`src/rtl/hold_pkg.sv`:
```
package hold_pkg;
  localparam int unsigned WORD_W  = 64;
  localparam int unsigned LIMIT_W = 16;
  localparam int unsigned PAD_W   = WORD_W - LIMIT_W;
  localparam logic [LIMIT_W-1:0] LIMIT_RST = {LIMIT_W{1'b1}};

  typedef logic [LIMIT_W-1:0] limit_t;

  // one saturating step of the down-counter
  function automatic limit_t step_down(input limit_t cur);
    return (cur == '0) ? '0 : limit_t'(cur - 1'b1);
  endfunction

  function automatic logic at_floor(input limit_t cur);
    return cur == '0;
  endfunction

  function automatic limit_t take_field(input logic [WORD_W-1:0] w);
    return w[LIMIT_W-1:0];
  endfunction

  function automatic logic [WORD_W-1:0] make_word(input limit_t v);
    return {{PAD_W{1'b0}}, v};
  endfunction
endpackage

```
`src/rtl/hold_cfg_reg.sv`:
```
module hold_cfg_reg
  import hold_pkg::*;
(
  input  logic              clk,
  input  logic              rst,
  input  logic              wr,
  input  logic [WORD_W-1:0] wdata,
  output logic [WORD_W-1:0] rdata,
  output limit_t            limit
);
  limit_t lim_q;

  always_ff @(posedge clk) begin
    if (rst)     lim_q <= LIMIT_RST;
    else if (wr) lim_q <= take_field(wdata);
  end

  assign limit = lim_q;
  assign rdata = make_word(lim_q);

  AST_LIMIT_KEEP: assert property (@(posedge clk) disable iff (rst)
    !wr |=> $stable(limit));
  AST_LIMIT_TAKE: assert property (@(posedge clk) disable iff (rst)
    wr |=> limit == $past(wdata[LIMIT_W-1:0]));
endmodule

```
`src/rtl/hold_down_counter.sv`:
```
module hold_down_counter
  import hold_pkg::*;
(
  input  logic   clk,
  input  logic   rst,
  input  logic   load,
  input  limit_t load_val,
  output limit_t count,
  output logic   active,
  output logic   expired
);
  limit_t cnt_q;
  logic   act_q;

  always_ff @(posedge clk) begin
    if (rst) begin
      cnt_q <= '0;
      act_q <= 1'b0;
    end else if (load) begin
      cnt_q <= load_val;
      act_q <= 1'b1;
    end else if (act_q) begin
      cnt_q <= step_down(cnt_q);
    end
  end

  assign count   = cnt_q;
  assign active  = act_q;
  assign expired = act_q && at_floor(cnt_q);

  AST_RELOAD: assert property (@(posedge clk) disable iff (rst)
    load |=> count == $past(load_val));
  AST_STEP_ONE: assert property (@(posedge clk) disable iff (rst)
    (!load && active && count != '0) |=> count == $past(count) - 1'b1);
  AST_NO_WRAP: assert property (@(posedge clk) disable iff (rst)
    (!load && active && count == '0) |=> count == '0);
endmodule

```
`src/rtl/hold_release_gen.sv`:
```
module hold_release_gen (
  input  logic clk,
  input  logic rst,
  input  logic active,
  input  logic expired,
  input  logic peer_req,
  output logic release_req
);
  assign release_req = !rst && active && expired && peer_req;

  AST_NEED_PEER: assert property (@(posedge clk) disable iff (rst)
    release_req |-> peer_req);
  AST_IDLE_QUIET: assert property (@(posedge clk) disable iff (rst)
    !active |-> !release_req);
endmodule

```
`src/rtl/bus_hold_limiter.sv`:
```
module bus_hold_limiter
  import hold_pkg::*;
(
  input  logic              clk,
  input  logic              rst,
  input  logic              cfg_wr,
  input  logic [WORD_W-1:0] cfg_wdata,
  output logic [WORD_W-1:0] cfg_rdata,
  input  logic              grant_start,
  input  logic              peer_req,
  output logic              release_req
);
  limit_t limit;
  limit_t count;
  logic   active;
  logic   expired;

  hold_cfg_reg u_cfg (
    .clk(clk), .rst(rst), .wr(cfg_wr), .wdata(cfg_wdata),
    .rdata(cfg_rdata), .limit(limit)
  );

  hold_down_counter u_cnt (
    .clk(clk), .rst(rst), .load(grant_start), .load_val(limit),
    .count(count), .active(active), .expired(expired)
  );

  hold_release_gen u_rel (
    .clk(clk), .rst(rst), .active(active), .expired(expired),
    .peer_req(peer_req), .release_req(release_req)
  );

  AST_AFTER_RESET: assert property (@(posedge clk)
    $fell(rst) |-> !release_req);
  AST_GRANT_CLEARS: assert property (@(posedge clk) disable iff (rst)
    (grant_start && limit != '0) |=> !release_req);
endmodule

```
`config.mk`:
```
export PLATFORM = sky130hd
export DESIGN_NAME = bus_hold_limiter
export DESIGN_NICKNAME = d
export VERILOG_FILES = /design/src/rtl/hold_pkg.sv /design/src/rtl/hold_cfg_reg.sv /design/src/rtl/hold_down_counter.sv /design/src/rtl/hold_release_gen.sv /design/src/rtl/bus_hold_limiter.sv
export SDC_FILE = /design/constraint.sdc
export NUM_CORES = 1
export LEC_CHECK = 0
export CAP_MARGIN = 20
export CORE_UTILIZATION = 40
export DETAILED_ROUTE_END_ITERATION = 7
export PLACE_DENSITY = 0.92
export SYNTH_ARGS = -nofsm -noshare
export SYNTH_HDL_FRONTEND = slang
export SYNTH_HIERARCHICAL = 1
export SYNTH_SLANG_ARGS = --single-unit
export TNS_END_PERCENT = 100
```
`constraint.sdc`:
```
create_clock -name clk -period 3.8 [get_ports clk]
set_clock_uncertainty 0.15 [all_clocks]
set_input_delay 0.57 -clock clk [delete_from_list [all_inputs] [get_ports clk]]
set_output_delay 0.57 -clock clk [all_outputs]
set_load 0.05 [all_outputs]
```
### After elaboration in Yosys (flattened, before gate mapping)

Cells that the tools add are included.

| word-level totals | value |
|---|---|
| output and inout bits | 65 |
| logic and storage cells | 14 |
| flip-flop bits (word level) | 33 |
| bits of input ports | 69 |

| cells by class | value |
|---|---|
| add/subtract/negate cells | 1 |
| reduce and logical (&&, ||, !) cells | 7 |
| multiplexer cells | 3 |

Operators with widths:

| cell | count |
|---|---|
| two-way mux 16 bit | 3 |
| logical NOT 16 bit | 1 |
| subtractor 16 x 1 -> 16 bit (second input constant) | 1 |
| logical AND 1 bit | 4 |
| nonzero test 2 bit | 1 |
| logical NOT 1 bit | 1 |

### Depth between registers and ports, before layout

| logic depth | value |
|---|---|
| word-level depth | 4 |
| mapped depth | 8 |
| gate-level depth less buffers | 7 |

### Hierarchy

Netlist, hierarchy kept.

By module, submodules not included:

| module | cells each | sequential area each (sq um) | area each (sq um) | instances |
|---|---|---|---|---|
| hold_cfg_reg | 118 | 320.3 | 1083.5 | 1 |
| hold_down_counter | 116 | 340.3 | 1023.5 | 1 |
| hold_release_gen | 1 | 0.0 | 10.0 | 1 |

### Worst setup path before layout

OpenSTA, ideal clock, no wires.

| timing path | value |
|---|---|
| path kind | register to output |
| from | register u_cnt.cnt_q[0], in the netlist u_cnt/count[0] |
| to | output port release_req |
| path slack | 1.392 ns |
| arrival | 1.688 ns |
| cell stages (with the launch flop) | 7 |
| buffers on the path | 0 |
| required time | 3.080 ns |
| cell sequence | dfxtp_1 > inv_1 > ha_1 > nor4b_2 > and4_1 > and2_1 > and4b_1 |

| between the ends | value |
|---|---|
| word-level cells in the longest chain between the ends | 4 |

RTL lines:

| item | line | source |
|---|---|---|
| start, declared | hold_down_counter.sv:12 | `limit_t cnt_q;` |
| start signal, assigned | hold_down_counter.sv:20 | `cnt_q <= load_val;` |
| start signal, assigned | hold_down_counter.sv:23 | `cnt_q <= step_down(cnt_q);` |
| logical NOT 16 bit | hold_pkg.sv:15 | `return cur == '0;` |
| logical AND 1 bit | hold_down_counter.sv:29 | `assign expired = act_q && at_floor(cnt_q);` |
| named net expired | bus_hold_limiter.sv:16 | `logic expired;` |
| logical AND 1 bit (2 in series) | hold_release_gen.sv:9 | `assign release_req = !rst && active && expired && peer_req;` |
| end, declared | bus_hold_limiter.sv:11 | `output logic release_req` |

The timed path passes the listed nets, and every way through them passes these cells.

### Final worst setup path

Ends and elaborated chain as after synthesis.

==> run_results.csv <==
group,metric,value,unit
outcome,status,"finished clean",
worst_setup_path,worstSetupStartpointType,"flip-flop",
grt,grt_start_max_net_pins,35,
clock_tree,cts_buffer_depth,2,
synthesis,yosys.area_share.simple,21.0,%
clock_tree,clock-sinks,33,
cells_and_area,final_layout_size_suffix_gt1_share,8.70,%
flow_run,drv_cap,0,
power,p_sw_share,37.8,%
grt,grt_pass1_wl,6180,um
placement,dp_hpwl,2700,um
cells_and_area,fin_cells,323,
floorplan,io_pins,134,
synthesis,synth-edff-count,0,
synthesis,yosysTopAreaCellShare,31.2,%
synthesis,synth_fa_ha_area_share,0.591,%
synthesis,yosysUniqueCellTypes,42,
timing,fin_crit,2.86,ns
worst_setup_path,end_kind,"output pin",
power,vdd_drop_max,0.294,mV
routing,drtAntennaViolNets,0,
placement,pre_cts_ws,1.21,ns
power,p_int,614,uW
routing,viasPerCell,4.86,
floorplan,num_rows,26,
grt,first_global_vias,1329,
placement,port_buffers,37,
synthesis,synth-xor-area-share,3.72,%
cells_and_area,syn_to_final_growth,8.98,%
placement,dp_cells,316,
floorplan,core,5110,sq um
cells_and_area,diodes,0,
clock_tree,clock_latency,0.29,ns
grt,antenna_found_initial,0,
routing,wl,3770,um
power,pwr-share-seq,41.0,%
power,clkPwrFrac,27.0,%
clock_tree,ctsResizeCount,0,
synthesis,ys_top_cells_by_count,"65 x buf_4, 33 x dfxtp_1, 20 x nor2b_1",
routing,avgRoutedWirePerCell,11.7,um
routing,drc_errors,0,
grt,grt.overflow.total,0,
timing,setup-tns-final,0,ns
timing,tightest_slew,1.03,ns
floorplan,die_w,74.8,um
power,power,987,uW
worst_setup_path,reg2reg_slack,1.61,ns
min_path,min_path_type,"flip-flop to flip-flop",
power,p_sw,373,uW
synthesis,avgSynthCellArea,9.01,sq um
timing,fmaxAchievable,350,MHz
synthesis,synthMuxAreaShare,0,%
synthesis,synth_area_leaders,"dfxtp_1 31%, buf_4 23%, a211o_1 6.6%",
synthesis,ys.flop_type,"dfxtp_1",
synthesis,syn-cell-area,2120,sq um
synthesis,synth_cells,235,
timing,grt_setup_unrepaired,"false",
clock_tree,htreeDepth,2,
synthesis,synth-seq-area-share,31.2,%
clock_tree,hold_buffers,0,
synthesis,synth-seq-cells,33,
routing,num_vias,1571,
floorplan,die-area,5590,sq um
synthesis,async_reset_ff_share,0,%
routing,first_pass_iters,6,
worst_setup_path,cp_max_fo,4,
clock_tree,cts-buffers-inserted,5,
timing,hold_viol_final,0,
synthesis,synth.most_common_cell,"buf_4",
floorplan,chipHeight,74.8,um
timing,slew_headroom,31.2,%
grt,grt_use_total,14.8,%
cells_and_area,fin_area,2310,sq um
power,powerDensity,428,nW/um^2
worst_setup_path,worst-setup-path-type,"flip-flop to output pin",
clock_tree,clk_pin_slew,0.07,ns
worst_setup_path,worstPathArrival,2.14,ns
synthesis,yosysWarningCount,6,
placement,routabilityCongestion,0.816,
timing,maxSlewViolCount,0,
timing,period_share,75.3,%
worst_setup_path,cp.required,3.08,ns
synthesis,synth_top_area_cell,"dfxtp_1",
power,p_leak,0.948,nW
power,pwr-share-comb,31.9,%
cells_and_area,n_fill_cell,479,
clock_tree,cts_tree,"yes",
timing,setup_violations,0,
routing,drt-initial-drc-count,87,
synthesis,synth_compound_area_share,16.4,%
clock_tree,cts-root-buf,"clkbuf_8",
cells_and_area,nets,323,
synthesis,synth_top_family_by_area,"buffers and inverters",
placement,dpl_cell_area,2220,sq um
clock_tree,cts_setup_buffers,0,
timing,post-route-worst-setup-slack,0.940,ns
floorplan,start_util,41.5,%
-- stage by stage --
| step | util (%) | hold WS, ns |
|---|---|---|
| after detailed placement | 43.4 | 0.335 |
| after floorplan | - | 0.310 |
| final | 45.2 | 0.334 |
| after CTS | 45.2 | 0.342 |
| after global routing | 45.2 | 0.368 |
| after global placement | 43.4 | 0.327 |
-- worst max-delay path: stages, from the launching register on --
cell and delay (ns):
dfxtp_1 0.34, inv_1 0.09, ha_1 0.24, nor4b_2 0.32
and4_1 0.31, and2_1 0.13, and4b_1 0.21, buf_4 0.21
-- cell usage in the layout, fill, tap and decap left out, types with 2 or more instances in the layout --
cell	instances
clkdlybuf4s50_1	36
dfxtp_1	33
nand2b_1	2
nor3_1	3
nor4_2	2
nor3b_1	4
a22oi_1	4
a221oi_1	3
nor3_2	2
nor4_1	2
nor4b_2	2
nor2b_1	20
nor2_1	16
nand2_1	6
conb_1	48
a211o_1	16
xor2_1	5
inv_1	4
clkbuf_8	6
o22ai_2	2
xnor2_1	4
a222oi_1	6
buf_4	4
o22ai_1	2
o21ai_0	4
-- path summary, 6_finish.rpt --
kind                                        end             from  cells past startpoint
worst max-delay path                release_req   u_cnt/count[0]                      7
worst min-delay path            u_cnt/count[14]  u_cfg/limit[14]                      2
worst max register to register   u_cnt/count[8]   u_cnt/count[0]                      7
worst min register to register  u_cnt/count[14]  u_cfg/limit[14]                      2
-- flip-flops by register name (all words and copies together), names as in the netlist --
name          count
u_cnt/active      1
u_cfg/limit      16
u_cnt/count      16
-- power by group through the flow --
| stage | combinational, mW | clock, mW | sequential, mW |
|---|---|---|---|
| final | 0.315 | 0.267 | 0.405 |
| after global routing | 0.336 | 0.295 | 0.409 |
| after CTS | 0.314 | 0.274 | 0.404 |
| after detailed placement | 0.312 | 0 | 0.412 |
| after global placement | 0.307 | 0 | 0.411 |
| after floorplan | 0.311 | 0 | 0.403 |
-- cells by family (layout without fill, tap and decap cells) --
kind of cell	after synthesis	count (layout)
flip-flops	33	33
buffers and inverters	80	51
adder cells (fa/ha/maj)	1	1
XOR/XNOR	9	9
AND/OR/NAND/NOR	70	70
other	1	48
AO/OA/AOI/OAI	41	41
-- layer usage --
| metal | global-route usage (%) | routed length (um) | up-vias |
|---|---|---|---|
| met4 | 7.34 | 72 | 0 |
| met1 | 19.1 | 1530 | 721 |
| met2 | 22.8 | 1900 | 90 |
| met3 | 3.88 | 261 | 7 |
| li1 | - | - | 753 |
| met5 | 0 | 0 | - |
-- cell type report --
| class | instances | area [sq um] | area share (%) |
|---|---|---|---|
| Clock inverter | 1 | 7.51 | 0.325 |
| Timing Repair Buffer | 40 | 390 | 16.9 |
| Inverter | 4 | 15.0 | 0.651 |
| Sequential cell | 33 | 661 | 28.6 |
| Multi-Input combinational cell | 169 | 1060 | 46.1 |
| Clock buffer | 6 | 82.6 | 3.58 |
| Tap cell | 70 | 87.6 | 3.80 |
Power figures use the tool's default switching activity.
